[src/rtl/pin_irq_pkg.sv]
package pin_irq_pkg;

  typedef enum logic [1:0] {
    ACT_HIGH = 2'b00,
    ACT_LOW  = 2'b01,
    ACT_BOTH = 2'b10,
    ACT_NONE = 2'b11
  } actCode_t;

  typedef enum logic [1:0] {
    SLP_AWAKE   = 2'd0,
    SLP_IDLE    = 2'd1,
    SLP_STANDBY = 2'd2,
    SLP_OFF     = 2'd3
  } sleepCode_t;

  localparam int WAKE_STATES = 3;

  typedef struct packed {
    logic setInt;
    logic setWake;
    logic clrInt;
    logic clrWake;
  } pinStrobe_t;

endpackage

[src/rtl/pin_irq_ctrl.sv]
module pin_irq_ctrl
  import pin_irq_pkg::*;
#(
  parameter int NUM_PINS = 4
) (
  input  logic                              clk,
  input  logic                              rstN,
  input  logic [NUM_PINS-1:0]               pinLevel,
  input  logic [NUM_PINS-1:0]               cfgLevelMode,
  input  logic [2*NUM_PINS-1:0]             cfgActive,
  input  logic [NUM_PINS-1:0]               cfgIntEn,
  input  logic [WAKE_STATES*NUM_PINS-1:0]   cfgWakeEn,
  input  logic [1:0]                        sleepState,
  input  logic [NUM_PINS-1:0]               clrIntStatus,
  input  logic [NUM_PINS-1:0]               clrWakeStatus,
  output pinStrobe_t [NUM_PINS-1:0]         strb
);

  logic [NUM_PINS-1:0] prevLevel;
  logic                prevValid;

  // prevValid primes the edge detector so reset values never look like edges
  always_ff @(posedge clk) begin
    if (!rstN) begin
      prevLevel <= '0;
      prevValid <= 1'b0;
    end else begin
      prevLevel <= pinLevel;
      prevValid <= 1'b1;
    end
  end

  for (genvar p = 0; p < NUM_PINS; p++) begin : g_pin
    logic [1:0] code;
    logic       rise, fall, hit, wakeArm;

    assign code = cfgActive[2*p +: 2];
    assign rise = prevValid &  pinLevel[p] & ~prevLevel[p];
    assign fall = prevValid & ~pinLevel[p] &  prevLevel[p];

    always_comb begin
      hit = 1'b0;
      if (cfgLevelMode[p]) begin
        if (code == ACT_HIGH)     hit = pinLevel[p];
        else if (code == ACT_LOW) hit = ~pinLevel[p];
      end else begin
        case (code)
          ACT_HIGH: hit = rise;
          ACT_LOW:  hit = fall;
          ACT_BOTH: hit = rise | fall;
          default:  hit = 1'b0;
        endcase
      end
    end

    always_comb begin
      case (sleepState)
        SLP_IDLE:    wakeArm = cfgWakeEn[WAKE_STATES*p];
        SLP_STANDBY: wakeArm = cfgWakeEn[WAKE_STATES*p + 1];
        SLP_OFF:     wakeArm = cfgWakeEn[WAKE_STATES*p + 2];
        default:     wakeArm = 1'b0;
      endcase
    end

    assign strb[p].setInt  = hit & cfgIntEn[p];
    assign strb[p].setWake = hit & wakeArm;
    assign strb[p].clrInt  = clrIntStatus[p];
    assign strb[p].clrWake = clrWakeStatus[p];
  end

endmodule

[src/rtl/pin_irq_dp.sv]
module pin_irq_dp
  import pin_irq_pkg::*;
#(
  parameter int NUM_PINS = 4
) (
  input  logic                      clk,
  input  logic                      rstN,
  input  pinStrobe_t [NUM_PINS-1:0] strb,
  input  logic [NUM_PINS-1:0]       cfgIntUnmask,
  output logic [NUM_PINS-1:0]       intStatus,
  output logic [NUM_PINS-1:0]       wakeStatus,
  output logic [NUM_PINS-1:0]       pinPending,
  output logic                      anyPending
);

  logic [NUM_PINS-1:0] setIntVec, setWakeVec, clrIntVec, clrWakeVec;

  for (genvar p = 0; p < NUM_PINS; p++) begin : g_unpack
    assign setIntVec[p]  = strb[p].setInt;
    assign setWakeVec[p] = strb[p].setWake;
    assign clrIntVec[p]  = strb[p].clrInt;
    assign clrWakeVec[p] = strb[p].clrWake;
  end

  // clear beats set at the same edge
  always_ff @(posedge clk) begin
    if (!rstN) begin
      intStatus  <= '0;
      wakeStatus <= '0;
    end else begin
      intStatus  <= (intStatus  | setIntVec)  & ~clrIntVec;
      wakeStatus <= (wakeStatus | setWakeVec) & ~clrWakeVec;
    end
  end

  assign pinPending = (intStatus | wakeStatus) & cfgIntUnmask;
  assign anyPending = |pinPending;


  clrWins_chk: assert property (@(posedge clk) disable iff (!rstN)
    ($past(rstN) |-> (((intStatus & $past(clrIntVec)) == '0) &&
                      ((wakeStatus & $past(clrWakeVec)) == '0))));


  setOnlyByStrobe_chk: assert property (@(posedge clk) disable iff (!rstN)
    ($past(rstN) |-> ((intStatus & ~$past(intStatus) & ~$past(setIntVec)) == '0)));

endmodule

[src/rtl/pin_irq_status.sv]
module pin_irq_status
  import pin_irq_pkg::*;
#(
  parameter int NUM_PINS = 4
) (
  input  logic                            clk,
  input  logic                            rstN,
  input  logic [NUM_PINS-1:0]             pinLevel,
  input  logic [NUM_PINS-1:0]             cfgLevelMode,
  input  logic [2*NUM_PINS-1:0]           cfgActive,
  input  logic [NUM_PINS-1:0]             cfgIntEn,
  input  logic [NUM_PINS-1:0]             cfgIntUnmask,
  input  logic [WAKE_STATES*NUM_PINS-1:0] cfgWakeEn,
  input  logic [1:0]                      sleepState,
  input  logic [NUM_PINS-1:0]             clrIntStatus,
  input  logic [NUM_PINS-1:0]             clrWakeStatus,
  output logic [NUM_PINS-1:0]             intStatus,
  output logic [NUM_PINS-1:0]             wakeStatus,
  output logic [NUM_PINS-1:0]             pinPending,
  output logic                            anyPending
);

  pinStrobe_t [NUM_PINS-1:0] strb;

  pin_irq_ctrl #(.NUM_PINS(NUM_PINS)) u_ctrl (
    .clk(clk), .rstN(rstN), .pinLevel(pinLevel), .cfgLevelMode(cfgLevelMode),
    .cfgActive(cfgActive), .cfgIntEn(cfgIntEn), .cfgWakeEn(cfgWakeEn),
    .sleepState(sleepState), .clrIntStatus(clrIntStatus),
    .clrWakeStatus(clrWakeStatus), .strb(strb)
  );

  pin_irq_dp #(.NUM_PINS(NUM_PINS)) u_dp (
    .clk(clk), .rstN(rstN), .strb(strb), .cfgIntUnmask(cfgIntUnmask),
    .intStatus(intStatus), .wakeStatus(wakeStatus),
    .pinPending(pinPending), .anyPending(anyPending)
  );


  intGate_chk: assert property (@(posedge clk) disable iff (!rstN)
    ($past(rstN) |-> ((intStatus & ~$past(intStatus) & ~$past(cfgIntEn)) == '0)));


  wakeAwake_chk: assert property (@(posedge clk) disable iff (!rstN)
    (($past(rstN) && ($past(sleepState) == SLP_AWAKE)) |->
      ((wakeStatus & ~$past(wakeStatus)) == '0)));


  edgeNeedsChange_chk: assert property (@(posedge clk) disable iff (!rstN)
    ($past(rstN) |->
      ((((intStatus & ~$past(intStatus)) | (wakeStatus & ~$past(wakeStatus))) &
        ~$past(cfgLevelMode) & ~($past(pinLevel) ^ $past(pinLevel, 2))) == '0)));


  pendingMask_chk: assert property (@(posedge clk) disable iff (!rstN)
    ((pinPending & ~cfgIntUnmask) == '0));

endmodule

[config.mk]
export PLATFORM = sky130hd
export DESIGN_NAME = pin_irq_status
export DESIGN_NICKNAME = d
export VERILOG_FILES = /design/src/rtl/pin_irq_pkg.sv /design/src/rtl/pin_irq_ctrl.sv /design/src/rtl/pin_irq_dp.sv /design/src/rtl/pin_irq_status.sv
export SDC_FILE = /design/constraint.sdc
export NUM_CORES = 1
export LEC_CHECK = 0
export CORE_MARGIN = 8
export CORE_UTILIZATION = 32
export CTS_BUF_LIST = sky130_fd_sc_hd__clkbuf_4 sky130_fd_sc_hd__clkbuf_8 sky130_fd_sc_hd__clkbuf_16
export DETAILED_ROUTE_END_ITERATION = 12
export PLACE_DENSITY_LB_ADDON = 0.12
export SYNTH_ARGS = -nofsm -noshare
export SYNTH_HDL_FRONTEND = slang
export SYNTH_SLANG_ARGS = --single-unit
[constraint.sdc]
create_clock -name clk -period 1.9 [get_ports clk]
set_clock_uncertainty 0.15 [all_clocks]
set_input_delay 0.38 -clock clk [delete_from_list [all_inputs] [get_ports clk]]
set_output_delay 0.38 -clock clk [all_outputs]
set_load 0.05 [all_outputs]
# Yosys cells after proc, flatten, opt, wreduce, memory -nomap -nowiden
# Cells that the tools add are included.
dict set report classes {
  n_mux 21
  eq_ne 11
  n_bitwise 44
  n_reduce_logical 5
}
# op count
set ops {}
lappend ops {{1-bit bitwise AND} 24}
lappend ops {{1-bit case mux with 3 select lines} 8}
lappend ops {{1-bit two-way mux} 13}
lappend ops {{4-bit bitwise AND} 3}
lappend ops {{2-bit equality test (second input constant)} 6}
lappend ops {{4-bit OR} 3}
lappend ops {{2-bit by 1-bit equality test with 1-bit output (second input constant)} 5}
lappend ops {{2-bit logical NOT} 4}
lappend ops {{1-bit NOT} 8}
lappend ops {{4-bit NOT} 2}
lappend ops {{1-bit OR} 4}
lappend ops {{4-bit OR reduction} 1}
dict set report totals {
  input_bits 48
  register_bits 13
  elab_cells 85
  out_inout_bits 13
}

# Logic depth before layout (Yosys ltp)
dict set report depth {
  depth_word 9
  mapped_depth 5
}

# Hierarchy
# Synthesis repeated with hierarchy kept, for this count alone.
dict set report unflattened {
  hier_cells 107
  hier_area_um2 915.9
}
# mod area_each_um2 cells_each n_inst
set modules_own_cells {}
lappend modules_own_cells {pin_irq_ctrl 628.1 78 1}
lappend modules_own_cells {pin_irq_dp 287.8 29 1}

# Worst setup path after synthesis
# No wires, ideal clock.
dict set report synth_timing {
  path_type {reg-to-output}
  startpoint {register u_dp.intStatus[2]}
  endpoint {output anyPending}
  slack_ns -0.372
  stages_incl_launch_ff 3
  n_path_buf 0
  t_arrival_ns 1.742
  path_cell_list {dfxtp_1 > o21a_1 > or4_1}
}
dict set report synth_via {
  elab_chain_cells 3
}
# item line_no
set synth_rtl {}
lappend synth_rtl {{start: declaration} pin_irq_dp.sv:10} ;# output logic [NUM_PINS-1:0] intStatus,
lappend synth_rtl {{start signal: assignment} pin_irq_dp.sv:31} ;# intStatus <= (intStatus | setIntVec) & ~clrIntVec;
lappend synth_rtl {{4-bit OR} pin_irq_dp.sv:36} ;# assign pinPending = (intStatus | wakeStatus) & cfgIntUnmask;
lappend synth_rtl {{4-bit bitwise AND} pin_irq_dp.sv:36}
lappend synth_rtl {{named net pinPending[2]} pin_irq_status.sv:19} ;# output logic [NUM_PINS-1:0] pinPending,
lappend synth_rtl {{4-bit OR reduction} pin_irq_dp.sv:37} ;# assign anyPending = |pinPending;
lappend synth_rtl {{end: declaration} pin_irq_status.sv:20} ;# output logic anyPending
# The timed path passes the listed nets, and every way through them passes these cells.

# Final worst setup path
dict set report layout_timing {
  startpoint {register u_dp.wakeStatus[2]}
  endpoint {output anyPending}
}
dict set report layout_via {
  elab_chain_cells 3
}
# item line_no
set layout_rtl {}
lappend layout_rtl {{start: declaration} pin_irq_dp.sv:11} ;# output logic [NUM_PINS-1:0] wakeStatus,
lappend layout_rtl {{start signal: assignment} pin_irq_dp.sv:32} ;# wakeStatus <= (wakeStatus | setWakeVec) & ~clrWakeVec;
lappend layout_rtl {{4-bit OR} pin_irq_dp.sv:36}
lappend layout_rtl {{4-bit bitwise AND} pin_irq_dp.sv:36}
lappend layout_rtl {{4-bit OR reduction} pin_irq_dp.sv:37}
# No other way between the ends.

==> out/metrics.csv <==
stage,metric,value,unit
run_status,status,finished with violations,
run_status,failed_checks,negative setup slack,
yosys,synth_top_cells_by_area,"dfxtp_1 (34%), mux2_2 (5.9%), nor4bb_1 (5.2%)",
global_route,grt_pass1_wl,4.89,mm
floorplan,chipHeight,64.9,um
sta,period_share,1.08,
detailed_routing,wl_per_cell,15.6,um
yosys,syn_area,766,um^2
sta,slew_viol_final,0,
clock_tree,cts.path.max_buffers,2,
clock_tree,cts_sinks,13,
cells_and_area,diodes,0,
worst_hold_path,worstHoldPathType,flip-flop to flip-flop,
yosys,yosysWarnings,0,
yosys,syn_inst,87,
global_route,antenna_found_initial,0,
job,maxCapViolCount,0,
setup_path,worst_ep_arrival_time,1.52,ns
detailed_routing,vias,992,
yosys,synth_edf_count,0,
sta,worst_slack,-0.153,ns
global_route,grt_overflow,0,
pwr,leakagePower,0.000630,uW
place,postPlaceCellArea,1530,um^2
clock_tree,clkTransAtPathRegs,0.08,ns
global_route,grt_pass1_vias,1115,
pwr,ir_worst_vdd,0.000318,V
setup_path,critical_path_class,flip-flop to primary output,
place,dp_slack,-0.320,ns
sta,tightest_slew,0.451,ns
setup_path,end_kind,primary output,
sta,relSlewSlack,0.695,
global_route,grt_max_degree,11,
setup_path,crit_required,1.37,ns
sta,rsz0062_at_grt,true,
floorplan,std_cell_rows,17,
cells_and_area,fillers,177,
floorplan,pin_count,61,
setup_path,cp_num_buf_inv,1,
sta,hold_violations,0,
setup_path,crit_fanout,2,
detailed_routing,wl,2.97,mm
detailed_routing,drtAntennaViolNets,0,
detailed_routing,drc,0,
yosys,yosysTopAreaCell,dfxtp_1,
floorplan,core-area,2230,um^2
cells_and_area,nNetsFinal,211,
global_route,gr-usage-all-layers,0.143,
detailed_routing,first_pass_iters,4,
setup_path,critPathMaxStageDelay,0.53,ns
yosys,yosysSeqAreaShare,0.340,
floorplan,die-area,4210,um^2
yosys,synth_top_area_frac,0.340,
clock_tree,clock_latency,0.27,ns
setup_path,path_delay_family,simple AND/OR/NAND/NOR gates,
setup_path,cp_slowest_cell,or4_4,
sta,clock.fmax,487,MHz
yosys,avgSynthCellArea,8.80,um^2
yosys,synth-seq-cells,13,
clock_tree,cts_tree,done,
yosys,synth_nets,135,
pwr,p_total,711,uW
clock_tree,cts_root_buf,clkbuf_4,
yosys,synth_ff_type,dfxtp_1,
floorplan,die_x,64.9,um
floorplan,start_util,0.343,
yosys,synthArstFlopShare,0,
place,buffer_ports.inserted,60,
sta,finalCriticalPeriod,2.05,ns
place,place_congestion,0.712,
clock_tree,htreeDepth,1,
place,dp_cells,184,
cells_and_area,fin_cells,190,
sta,timing.hold.ws,0.337,ns
detailed_routing,vias_per_cell,5.22,
detailed_routing,drtIter0Drc,43,
clock_tree,numCtsBuffers,3,
sta,finalSetupViolCount,1,
setup_path,crit_chain,"o21a_4, or4_4, buf_8",
cells_and_area,layout-drive-gt1-share,0.284,
yosys,yosysUniqueCellTypes,28,
cells_and_area,area_growth,106,%
cells_and_area,fin_area,1580,um^2
place,dp_hpwl,2.54,mm
setup_path,cp-start-kind,flip-flop,
pwr,p_per_area,450,nW/um^2
## report_power, final
| group | switching, uW | internal (uW) |
|---|---|---|
| combinational | 88.4 | 147 |
| sequential | 7.59 | 282 |
| clock | 91.0 | 95.5 |
## worst paths after layout
check | cells past startpoint | slack, ns | start | to
setup / recovery | 3 | -0.15 | u_dp.wakeStatus[2] | anyPending
hold reg to reg | 2 | 0.34 | u_dp.intStatus[2] | u_dp.intStatus[2]
setup reg to reg | 4 | 0.35 | u_ctrl.prevLevel[1] | u_dp.wakeStatus[1]
hold / removal | 2 | 0.34 | u_dp.intStatus[2] | u_dp.intStatus[2]
## cell usage after synthesis (2+ instances only)
cell type  number
nand2_1         7
a22oi_1         2
inv_1           4
mux2_2          4
a31oi_1         3
o21a_1          4
dfxtp_1        13
nand3b_1        2
a221oi_1        2
nor4b_1         3
and2_1          4
o21ai_0         3
nor4bb_1        4
nor3_1          4
nor2_1          5
nor2b_1         2
o31a_1          4
o41ai_1         2
a21oi_1         6
## flip-flops by register name, indices dropped and copies added (netlist names)
register,count
u_dp.wakeStatus,4
u_ctrl.prevValid,1
u_dp.intStatus,4
u_ctrl.prevLevel,4
## cells by family after synthesis
logic type,Yosys count,synth area share
and+or+nand+nor,36,0.294
AOI/OAI and AO/OA,28,0.268
DFF,13,0.340
muxes,5,0.0719
buffers and inverters,5,0.0261
## worst min-delay path: cells and delay by family (launching register included)
family          cells  cell delay [ns]
compound gates      1             0.06
flops               1             0.34
simple gates        1             0.05
## final cells by class
class | instances | area [um^2] | area share
Tap cell | 28 | 35.0 | 0.0222
Inverter | 4 | 15.0 | 0.00950
Clock buffer | 4 | 30.0 | 0.0190
Sequential cell | 13 | 269 | 0.170
Multi-Input combinational cell | 69 | 519 | 0.329
Timing Repair Buffer | 72 | 712 | 0.451
## per-layer routing
layer  wire length, um  share of wire  track usage
met3               340           0.11       0.0790
met4                29         0.0098       0.0490
met5                 0              0            0
met2              1430           0.48        0.246
met1              1160           0.39        0.143
## through the flow
stage,setup TNS [ns],util
after floorplan,0,-
after detailed placement,-0.765,0.686
after global routing,-0.192,0.708
after CTS,-0.169,0.708
after global placement,-0.592,0.686
final,-0.153,0.708
## timing repair
item | CTS | global route
setup buffers | 2 | 0
resized for setup | 5 | 0
hold buffers | 0 | 0
pin swaps | 2 | 0
gates cloned | 0 | 0
setup endpoints to repair | 1 | 1
## cells in the final DEF (no fill, tap or decap), drive strengths merged, types with 4 or more instances in the layout
| master | count |
|---|---|
| dfxtp | 13 |
| nor2 | 5 |
| a21oi | 6 |
| nor4bb | 4 |
| o31a | 4 |
| clkbuf | 4 |
| mux2 | 4 |
| clkdlybuf4s50 | 44 |
| inv | 4 |
| nor3 | 4 |
| o21a | 4 |
| and2 | 4 |
| nand2 | 7 |
| buf | 25 |
No activity file was read; power rests on OpenSTA's default activity.
